===== config.mk =====
export PLATFORM = sky130hd
export DESIGN_NAME = pinbank_gpio
export DESIGN_NICKNAME = d
export VERILOG_FILES = /design/src/rtl/pinbank_pkg.sv /design/src/rtl/pinbank_sync.sv /design/src/rtl/pinbank_bank.sv /design/src/rtl/pinbank_gpio.sv
export SDC_FILE = /design/constraint.sdc
export NUM_CORES = 2
export LEC_CHECK = 0
export CORE_MARGIN = 2
export CORE_UTILIZATION = 40
export DETAILED_ROUTE_END_ITERATION = 12
export DONT_BUFFER_PORTS = 1
export PLACE_DENSITY = 0.62
export REMOVE_ABC_BUFFERS = 1
export SLEW_MARGIN = 25
export SYNTH_ARGS = -nofsm -noshare
export SYNTH_HDL_FRONTEND = slang
export SYNTH_SLANG_ARGS = --single-unit

===== constraint.sdc =====
create_clock -name clk -period 5.2 [get_ports clk]
set_input_delay 0.52 -clock clk [delete_from_list [all_inputs] [get_ports clk]]
set_output_delay 0.52 -clock clk [all_outputs]
set_load 0.005 [all_outputs]

===== src/rtl/pinbank_pkg.sv =====
// Package: shared address map constants, register kinds and helpers for
// the banked GPIO controller. Assumes at most six banks (9-bit address).
package pinbank_pkg;

    localparam int ADDR_W = 9;
    localparam int WORD_W = 32;

    typedef enum logic [3:0] {
        RK_LEVEL,
        RK_DIR,
        RK_SET,
        RK_CLR,
        RK_RISE,
        RK_FALL,
        RK_STAT,
        RK_MASK,
        RK_NONE
    } reg_kind_e;

    // Base byte address of a bank: low window for banks 0..2, 0x100 window above.
    function automatic logic [ADDR_W-1:0] bank_base(input int b);
        if (b < 3) return ADDR_W'(b * 4);
        return ADDR_W'(256 + (b - 3) * 4);
    endfunction

    // Register kind selected by an offset from a bank base.
    function automatic reg_kind_e kind_of(input logic [ADDR_W-1:0] off);
        case (off)
            9'h000:  return RK_LEVEL;
            9'h00C:  return RK_DIR;
            9'h018:  return RK_SET;
            9'h024:  return RK_CLR;
            9'h030:  return RK_RISE;
            9'h03C:  return RK_FALL;
            9'h048:  return RK_STAT;
            9'h09C:  return RK_MASK;
            default: return RK_NONE;
        endcase
    endfunction

    // Per-bank mask of pins whose direction polarity is inverted.
    function automatic logic [WORD_W-1:0] inv_mask(input int b, input int lo, input int hi);
        logic [WORD_W-1:0] m;
        m = '0;
        for (int i = 0; i < WORD_W; i++) begin
            m[i] = ((b * WORD_W + i) >= lo) && ((b * WORD_W + i) <= hi);
        end
        return m;
    endfunction

endpackage


===== src/rtl/pinbank_sync.sv =====
// Module: two-flop input synchroniser plus one history stage.
// Assumes pin_in is asynchronous to clk; q is the synchronised level and
// q_prev the same value one cycle earlier, used for edge detection.
module pinbank_sync #(
    parameter int W = 32
) (
    input  logic         clk,
    input  logic         rst_n,
    input  logic [W-1:0] d,
    output logic [W-1:0] q,
    output logic [W-1:0] q_prev
);

    logic [W-1:0] meta_q;

    // Purpose: shift pad levels through metastability and history stages.
    always_ff @(posedge clk) begin
        if (!rst_n) begin
            meta_q <= '0;
            q      <= '0;
            q_prev <= '0;
        end else begin
            meta_q <= d;
            q      <= meta_q;
            q_prev <= q;
        end
    end

endmodule


===== src/rtl/pinbank_bank.sv =====
// Module: one bank of NPIN pins. It decodes its own registers from the
// shared bus, holds output/direction/enable/status/mask state, captures
// edges and reports a masked interrupt request. Assumes lvl/lvl_prev come
// from a synchroniser; read data is combinational.
module pinbank_bank
    import pinbank_pkg::*;
#(
    parameter int                BANK_IDX = 0,
    parameter int                NPIN     = 32,
    parameter logic [WORD_W-1:0] INV_MASK = '0
) (
    input  logic              clk,
    input  logic              rst_n,
    input  logic [ADDR_W-1:0] bus_addr,
    input  logic              bus_we,
    input  logic [NPIN-1:0]   wdata,
    input  logic [NPIN-1:0]   lvl,
    input  logic [NPIN-1:0]   lvl_prev,
    output logic [NPIN-1:0]   rdata,
    output logic [NPIN-1:0]   out_q,
    output logic [NPIN-1:0]   oe,
    output logic [NPIN-1:0]   stat_q,
    output logic              irq_req
);

    localparam logic [ADDR_W-1:0] BASE    = bank_base(BANK_IDX);
    localparam logic [NPIN-1:0]   INV_BITS = INV_MASK[NPIN-1:0];

    reg_kind_e       kind;
    logic [NPIN-1:0] dir_q, rise_q, fall_q, mask_q;
    logic [NPIN-1:0] evt, clr_bits;

    // Purpose: identify which of this bank's registers the address selects.
    always_comb kind = kind_of(bus_addr - BASE);

    // Purpose: output latch driven by atomic set and clear words.
    always_ff @(posedge clk) begin
        if (!rst_n) begin
            out_q <= '0;
        end else if (bus_we && kind == RK_SET) begin
            out_q <= out_q | wdata;
        end else if (bus_we && kind == RK_CLR) begin
            out_q <= out_q & ~wdata;
        end
    end

    // Purpose: configuration registers (direction, edge enables, mask).
    always_ff @(posedge clk) begin
        if (!rst_n) begin
            dir_q  <= INV_BITS;
            rise_q <= '0;
            fall_q <= '0;
            mask_q <= '0;
        end else if (bus_we) begin
            if (kind == RK_DIR)  dir_q  <= wdata;
            if (kind == RK_RISE) rise_q <= wdata;
            if (kind == RK_FALL) fall_q <= wdata;
            if (kind == RK_MASK) mask_q <= wdata;
        end
    end

    // Purpose: qualify synchronised transitions with the edge enables.
    always_comb evt = (lvl & ~lvl_prev & rise_q) | (~lvl & lvl_prev & fall_q);

    // Purpose: write-1-to-clear pattern for the status register.
    always_comb clr_bits = (bus_we && kind == RK_STAT) ? wdata : '0;

    // Purpose: sticky edge status; a new event wins over a same-cycle clear.
    always_ff @(posedge clk) begin
        if (!rst_n) begin
            stat_q <= '0;
        end else begin
            stat_q <= (stat_q & ~clr_bits) | evt;
        end
    end

    // Purpose: effective output enable after polarity correction.
    always_comb oe = dir_q ^ INV_BITS;

    // Purpose: masked interrupt request of this bank.
    always_comb irq_req = |(stat_q & mask_q);

    // Purpose: read mux; write-only and unmapped kinds read zero.
    always_comb begin
        case (kind)
            RK_LEVEL: rdata = lvl;
            RK_DIR:   rdata = dir_q;
            RK_RISE:  rdata = rise_q;
            RK_FALL:  rdata = fall_q;
            RK_STAT:  rdata = stat_q;
            RK_MASK:  rdata = mask_q;
            default:  rdata = '0;
        endcase
    end

endmodule


===== src/rtl/pinbank_gpio.sv =====
// Module: top of the banked GPIO controller. It synchronises all pads,
// instantiates one bank per NUM_BANKS, combines read data and interrupt
// requests. Assumes 1 <= NUM_BANKS <= 6 and 1 <= LAST_BANK_PINS <= 32.
module pinbank_gpio
    import pinbank_pkg::*;
#(
    parameter int NUM_BANKS      = 6,
    parameter int LAST_BANK_PINS = 24,
    parameter int INV_FIRST      = 86,
    parameter int INV_LAST       = 89,
    localparam int NUM_PINS      = (NUM_BANKS - 1) * WORD_W + LAST_BANK_PINS
) (
    input  logic                clk,
    input  logic                rst_n,
    input  logic [ADDR_W-1:0]   bus_addr,
    input  logic                bus_we,
    input  logic [WORD_W-1:0]   bus_wdata,
    output logic [WORD_W-1:0]   bus_rdata,
    input  logic [NUM_PINS-1:0] pin_in,
    output logic [NUM_PINS-1:0] pin_out,
    output logic [NUM_PINS-1:0] pin_oe,
    output logic                irq
);

    logic [NUM_PINS-1:0] sync_q, sync_prev;
    logic [WORD_W-1:0]   rd_bank   [NUM_BANKS];
    logic [WORD_W-1:0]   stat_bank [NUM_BANKS];
    logic [NUM_BANKS-1:0] irq_bank;

    pinbank_sync #(.W(NUM_PINS)) u_sync (
        .clk    (clk),
        .rst_n  (rst_n),
        .d      (pin_in),
        .q      (sync_q),
        .q_prev (sync_prev)
    );

    for (genvar b = 0; b < NUM_BANKS; b++) begin : g_bank
        localparam int NB = (b == NUM_BANKS - 1) ? LAST_BANK_PINS : WORD_W;
        localparam int LO = b * WORD_W;

        logic [NB-1:0] rd_n, out_n, oe_n, stat_n;

        pinbank_bank #(
            .BANK_IDX (b),
            .NPIN     (NB),
            .INV_MASK (inv_mask(b, INV_FIRST, INV_LAST))
        ) u_bank (
            .clk      (clk),
            .rst_n    (rst_n),
            .bus_addr (bus_addr),
            .bus_we   (bus_we),
            .wdata    (bus_wdata[NB-1:0]),
            .lvl      (sync_q[LO+:NB]),
            .lvl_prev (sync_prev[LO+:NB]),
            .rdata    (rd_n),
            .out_q    (out_n),
            .oe       (oe_n),
            .stat_q   (stat_n),
            .irq_req  (irq_bank[b])
        );

        // Purpose: widen bank-local vectors to bus width with zero padding.
        always_comb begin
            rd_bank[b]          = '0;
            rd_bank[b][NB-1:0]  = rd_n;
            stat_bank[b]        = '0;
            stat_bank[b][NB-1:0] = stat_n;
        end

        assign pin_out[LO+:NB] = out_n;
        assign pin_oe[LO+:NB]  = oe_n;
    end

    // Purpose: OR the bank read words; at most one bank decodes an address.
    always_comb begin
        bus_rdata = '0;
        for (int b = 0; b < NUM_BANKS; b++) bus_rdata = bus_rdata | rd_bank[b];
    end

    // Purpose: single interrupt line from all banks.
    always_comb irq = |irq_bank;

endmodule


==> flow_summary.yaml <==
die:
  core_um2: 167000
  die_w_um: 414
  io_pins: 629
  initial_utilization_pct: 40.2
  die_area_um2: 171000
  rows: 150
  dieHeight_um: 414
yosys:
  syn_inst: 7985
  yosys_most_used_dff: "dfxtp_1"
  seq_area_frac_synth_pct: 49.3
  synth_enable_flop_cells: 0
  yosys.area.top_type: "dfxtp_1"
  syn_area_per_cell_um2: 8.42
  ys_warn_count: 0
  ys_ff_latch: 1656
  synth_cell_types: 90
  synth_top_cell_area_share_pct: 49.3
  synthesis.area_um2: 67200
  synth.area.top_cells: "dfxtp_1 (49%), nand2_1 (10%), a21oi_1 (7.8%), and2_1 (5.2%), mux2i_1 (3.4%)"
  synthArstFlopShare_pct: 0
setup_path:
  cp_max_fo: 28
  crit_family: "compound AO/OA/AOI/OAI gates"
  cpMostUsedCell: "buf_4"
  crit_type: "input pin to primary output"
  cp_data_required_time_ps: 4680
  cp.arrival_ps: 4660
  crit_path_start: "bus_addr[3]"
  cp_slowest_cell: "nor4bb_1"
  critPathCaptureType: "primary output"
  worstPathCellList: "inv_1 > ha_1 > buf_4 > a21boi_1 > mux2i_1 > a211oi_4 > buf_12 > a32oi_1 > o211ai_1 > a21oi_1 > nor4bb_1 > buf_4 > nand3_1 > buf_4"
  max_stage_delay_ps: 1000
  crit_buf_inv: 5
  cp-start-kind: "input pin"
layout:
  final_nets: 8302
  final_area_um2: 80400
  area_growth_pct: 19.6
  final_common_cell: "nand2_1"
  drive_gt1_share_pct: 9.48
  fin_util_pct: 48.1
  fillers: 15672
  final_cell_mix: "nand2_1 (1816), dfxtp_1 (1656), a21oi_1 (1051)"
run_status:
  status: "finished, final reports clean"
global_route:
  grt-ovfl-total: 0
  grt_use_total_pct: 39.0
  grt_pass1_vias: 59193
  grt_start_max_net_pins: 256
  grt_pass1_wl_mm: 471
  antenna_found_initial: 27
route:
  dr.pass1.iters: 10
  num_vias: 65481
  wirelength_mm: 348
  drt_first_iter_violations: 10624
  vias_per_cell: 6.27
  ant_nets: 0
  detail_route.wl_per_cell_um: 33.3
  drcViolationCount: 0
sta:
  maxSlewViolCount: 0
  grt_setup_unrepaired: "no"
  worst_slew_pin_slew_ps: 1220
  hold_viol_final: 0
  maxSlewHeadroom_pct: 18.7
  setup_violations: 0
  max_freq_mhz: 193
  fin_crit_ps: 5180
  finalCritPeriodShare_pct: 99.6
  skew_ps: 53.3
clock_network:
  cts_tree: "yes"
  numCtsBuffers: 178
  post-cts-setup-buffer-count: 0
  clk_pin_slew_ps: 60
  cts_buffer_depth: 3
  htreeDepth: 4
  clock-sinks: 1656
  clkLatencyLatePin_ps: 860
  root_buffer: "clkbuf_16"
power:
  internal-power_mw: 21.1
  swShare_pct: 24.0
  seqPwrFrac_pct: 46.8
  combPwrFrac_pct: 4.6
  p_leak_nw: 28.0
  clkPwrFrac_pct: 48.6
  p_sw_mw: 6.67
  vdd_drop_max_v: 0.000349
  p_per_area_nw_per_um2: 346
min_path:
  min_from: "bus_wdata[19]"
  hold_class: "input pin to flip-flop"
place:
  place_area_um2: 70200
  dp_hpwl_mm: 228
  io_buffers: 0
  place_congestion: 1.04
run:
  maxCapViolations: 0
==> power groups by stage <==
| stage | logic, mW | clock network, mW | registers, mW |
|---|---|---|---|
| after floorplan | 0.361 | 0 | 13.2 |
| after global placement | 0.587 | 0 | 13.3 |
| after detailed placement | 0.593 | 0 | 13.3 |
| after CTS | 1.22 | 13.6 | 13.0 |
| after global routing | 1.29 | 14.1 | 13.0 |
| final | 1.27 | 13.5 | 13.0 |
==> worst paths after layout <==
kind                         to  slack, ps  depth (start not counted)
hold reg to reg    u_sync.q[11]        410                          1
hold / removal        flip-flop         30                          3
setup / recovery  bus_rdata[15]         20                         14
setup reg to reg      flip-flop       3740                          3
==> per-stage QoR <==
step	hold WS, ps	worst slack [ps]	TNS, ps	power, mW	cells
finish	33.0	21.4	0	27.8	10441
global route	22.1	13.0	0	28.4	10425
CTS	0.417	165	0	27.8	10423
detailed placement	419	-35.4	-35.4	13.9	9764
global placement	416	-362	-657	13.9	9762
floorplan	412	-4020	-4186700	13.6	7237
==> per-layer routing <==
metal,global-route usage (%),wire (µm)
met5,0,118
met4,25.7,27600
met3,14.3,48000
met2,55.9,143000
met1,48.8,129000
==> cells in the mapped netlist (8+ instances only) <==
| cell | number |
|---|---|
| nand2_1 | 1824 |
| dfxtp_1 | 1656 |
| a21oi_1 | 1051 |
| and2_1 | 563 |
| clkbuf_1 | 542 |
| nor2_1 | 335 |
| o21ai_0 | 228 |
| mux2i_1 | 226 |
| nand3b_1 | 185 |
| a311oi_1 | 163 |
| nand3_1 | 150 |
| buf_2 | 123 |
| a22oi_1 | 103 |
| a221oi_1 | 88 |
| a22o_1 | 79 |
| a222oi_1 | 53 |
| buf_4 | 45 |
| and3_1 | 38 |
| nand4_1 | 38 |
| nor3_1 | 30 |
| a21boi_0 | 29 |
| buf_1 | 29 |
| o21a_1 | 29 |
| o22ai_1 | 26 |
| mux2_2 | 25 |
| o211ai_1 | 24 |
| a2111oi_0 | 23 |
| o2bb2ai_1 | 21 |
| a211oi_1 | 20 |
| nor4_1 | 18 |
| or4_1 | 14 |
| a31oi_1 | 12 |
| a32oi_1 | 11 |
| a221o_1 | 10 |
| inv_1 | 10 |
| o221ai_1 | 8 |
==> cells by family (layout without fill, tap and decap cells) <==
group	count (synthesis)	count (layout)	share of synthesized area [%]
fa+ha+maj	2	2	0.0372
buf+inv	759	994	4.79
compound gates	2032	2032	19.0
flops	1656	1656	49.3
xor+xnor	11	11	0.195
other cells	0	17	0
mux	255	255	3.87
simple gates	3270	3270	22.7
==> worst reg2reg max path: cells and delay by family, from the launching register on <==
kind            cells  cell delay, ps
flops               1             400
compound gates      2             380
buf+inv             1             620
==> timing repair <==
| item | 4_1_cts | 5_1_grt |
|---|---|---|
| endpoints found under the setup margin | 1 | 1 |
| hold buffers | 331 | 0 |
| pin swaps | 0 | 0 |
| resized for setup | 1 | 1 |
| hold endpoints to repair | 1516 | 0 |
==> cell type report <==
type	instances	area (µm²)	share of cell area, %
Timing Repair Buffer	655	7080	8.81
Inverter	11	48.8	0.0607
Clock buffer	256	5170	6.43
Multi-Input combinational cell	5570	31100	38.7
Antenna cell	17	42.5	0.0529
Sequential cell	1656	33200	41.2
Clock inverter	72	1010	1.26
Tap cell	2204	2760	3.43
Note: power is estimated with default switching activity, not from simulation.
